===== src/rtl/acc_tag_reg.sv =====
module acc_tag_reg #(
  parameter int VA_W     = 64,
  parameter int PG_SHIFT = 13,
  parameter int CTX_W    = 13
) (
  input  logic                             clk_i,
  input  logic                             rst_ni,
  input  logic                             load_i,
  input  logic [VA_W-1:0]                  va_i,
  input  logic [CTX_W-1:0]                 ctx_i,
  output logic [VA_W-PG_SHIFT+CTX_W-1:0]   tag_o
);
  always_ff @(posedge clk_i or negedge rst_ni) begin
    if (!rst_ni)     tag_o <= '0;
    else if (load_i) tag_o <= {va_i[VA_W-1:PG_SHIFT], ctx_i};
  end
endmodule


===== config.mk =====
export PLATFORM = sky130hd
export DESIGN_NAME = acc_tag_reg
export DESIGN_NICKNAME = d
export VERILOG_FILES = /design/src/rtl/acc_tag_reg.sv
export SDC_FILE = /design/constraint.sdc
export NUM_CORES = 1
export LEC_CHECK = 0
export BUFFER_PORTS_ARGS = -buffer_cell sky130_fd_sc_hd__clkbuf_2
export CAP_MARGIN = 20
export CELL_PAD_IN_SITES_DETAIL_PLACEMENT = 0
export CELL_PAD_IN_SITES_GLOBAL_PLACEMENT = 1
export CORE_MARGIN = 2
export CORE_UTILIZATION = 36
export CTS_BUF_LIST = sky130_fd_sc_hd__clkbuf_4
export DETAILED_ROUTE_END_ITERATION = 8
export GPL_TIMING_DRIVEN = 1
export PLACE_DENSITY = 0.9
export SYNTH_ARGS = -nofsm -noshare
export SYNTH_HDL_FRONTEND = slang
export SYNTH_SLANG_ARGS = --single-unit

===== constraint.sdc =====
create_clock -name clk_i -period 1.1 [get_ports clk_i]
set_clock_uncertainty 0.1 [all_clocks]
set_input_delay 0.275 -clock clk_i [delete_from_list [all_inputs] [get_ports clk_i]]
set_output_delay 0.275 -clock clk_i [all_outputs]
set_load 0.02 [all_outputs]

==> impl_metrics.py <==
metrics = {
    "clock_tree": {
        "cts.sinks": 64,
        "htreeDepth": 3,
        "cts.clk_slew.worst_paths_ns": 0.13,
        "cts_root_buffer": "clkbuf_4",
        "ctsLongestPathBuffers": 2,
        "clk-insertion-delay-late_ns": 0.38,
        "cts_tree": "done",
        "cts-buffers-inserted": 9,
    },
    "power_and_ir_drop": {
        "ir_drop_v": 0.000705,
        "p_per_area_nw_per_um2": 1220,
        "p_leak_uw": 0.00251,
        "total_power_uw": 6010,
    },
    "floorplan": {
        "die_h_um": 90.3,
        "io_pins": 144,
        "rows": 31,
        "fp.dieW_um": 90.3,
        "design.core.area_um2": 7210,
        "dieArea_um2": 8150,
        "initial_core_util_pct": 37.1,
    },
    "critical_path": {
        "critical-path-top-delay-family": "flip-flops",
        "worst_r2r_endpoint": "tag_o[13]",
        "startpoint_type": "flip-flop",
        "cp_data_arrival_time_ns": 0.98,
        "endpoint": "tag_o[47]",
        "max_stage_delay_ns": 0.42,
        "worstSetupPathType": "flip-flop to output pin",
        "crit_fanout": 2,
        "reg2regPathDepth": 3,
        "path_cells": "clkbuf_8",
        "rr_startpoint": "tag_o[13]",
        "crit_slowest_cell": "dfrtp_1",
        "cp.depth": 1,
        "crit_buf_inv": 1,
        "required_ns": 0.72,
        "reg2reg_slack_ns": -0.02,
        "crit_path_start": "tag_o[47]",
        "cp-end-kind": "output pin",
    },
    "synthesis": {
        "ys_ff_latch": 64,
        "ys_types": 5,
        "synthesis.area_um2": 2680,
        "avgSynthCellArea_um2": 19.8,
        "synthCells": 135,
        "seq_area_frac_synth_pct": 59.8,
        "yosysWarnings": 0,
        "synth_nets": 215,
    },
    "route": {
        "drc": 0,
        "ant_nets": 0,
        "vias_per_cell": 4.30,
        "dr.pass1.iters": 4,
        "wirelength_um": 7640,
        "detail_route.wl_per_cell_um": 15.8,
        "vias": 2087,
        "dr.first_iter.drc_count": 23,
    },
    "global_routing": {
        "antenna_found_initial": 0,
        "grt_pass1_vias": 2225,
        "grt_overflow_total": 0,
        "grt_pass1_wl_um": 10800,
        "grt_max_degree": 65,
        "grt_use_total_pct": 17.0,
    },
    "cells_and_area": {
        "fin_area_um2": 4920,
        "largestRegisters": "tag_o x64",
        "largest_reg_flops": 64,
        "drive_gt1_share_pct": 66.6,
        "syn2layout_area_growth_pct": 83.8,
        "fin_util_pct": 68.2,
        "diodes": 0,
        "final_nets": 461,
        "regMostFlops": "tag_o",
    },
    "run_status": {
        "outcome": "complete, but fails checks",
        "violations": "setup timing",
    },
    "timing": {
        "fin_hold_ws_ns": 0.0441,
        "setup_ws_ns": -0.250,
        "fin_crit_sh_pct": 123,
        "hold_viol": 0,
        "final_max_slew_viol_count": 0,
        "setup_violations": 67,
        "max_freq_mhz": 741,
        "setup_tns_ns": -13.57,
        "layout_min_cycle_time_ns": 1.35,
        "slew-limit-headroom_pct": 76.9,
        "rsz0062_at_grt": "yes",
        "tightest_slew_ns": 0.347,
    },
    "place": {
        "portBuffers": 130,
        "postPlaceCellArea_um2": 3400,
        "dp_hpwl_um": 3610,
        "place_congestion": 0.671,
    },
    "job": {
        "max_cap_viol_count": 0,
    },
    "min_path": {
        "hold_class": "input pin to flip-flop",
    },
}
[layout make-up]
| type | instances | area, µm² |
|---|---|---|
| fill | 500 | 2290 |
| timing repair buffer | 242 | 2150 |
| sequential | 64 | 1600 |
| multi-input combinational | 64 | 946 |
| tap | 99 | 124 |
| clock buffer | 9 | 67.6 |
| clock inverter | 7 | 38.8 |
[how the worst min path moves through the flow]
stage	start	cells after the start	to	slack, ns
finish	va_i[30]	2	tag_o[30]	0.04
global route	va_i[30]	2	tag_o[30]	0.004
CTS	va_i[30]	2	tag_o[30]	0.00005
detailed placement	rst_ni	2	tag_o[6]	0.22
global placement	rst_ni	2	tag_o[6]	0.20
floorplan	rst_ni	0	tag_o[0]	-0.12
[cell usage after synthesis]
master   count  area [µm²]
dfrtp_1     64        1600
mux2_4      60         901
buf_12       6         120
mux2_2       4        45.0
buf_6        1        11.3
[per-layer routing]
layer	part of all wire (%)	vias to the layer above	track usage, %
li1	-	965	-
met1	36	1031	18.0
met2	57	77	31.3
met3	4.5	14	4.51
met4	2.1	0	8.08
met5	0	-	0
[cells by family (layout without fill, tap and decap cells)]
family,count (synthesis),in the layout,synth area share [%]
muxes,64,64,35.3
buffers and inverters,7,258,4.90
DFF,64,64,59.8
[power breakdown]
group / switching, µW / total [µW] / internal (µW)
Sequential: 192 / 2780 / 2590
Combinational: 728 / 1970 / 1240
Clock: 823 / 1260 / 437
Total: 1740 / 6010 / 4270
[timing repair]
action	4_1_cts	5_1_grt
hold endpoints to repair	123	2
resized for setup	32	149
buffers inserted	19	26
hold buffers	60	2
setup endpoints to repair	64	64
[placed cells by master (no fill, tap or decap)]
cell,synthesis,layout
buf_12,6,3
buf_2,0,1
buf_4,0,43
buf_6,1,53
clkbuf_2,0,64
clkbuf_4,0,9
clkbuf_8,0,16
clkinv_1,0,3
clkinv_2,0,1
clkinvlp_4,0,3
dfrtp_1,64,64
dlygate4sd3_1,0,62
mux2_2,4,4
mux2_4,60,60
[stage by stage]
step,cells,setup slack [ns]
2_1_floorplan,135,0.0187
3_3_place_gp,362,-0.117
3_5_place_dp,362,-0.132
4_1_cts,457,-0.279
5_1_grt,485,-0.324
6_report,485,-0.250
Power figures use the tool's default switching activity.
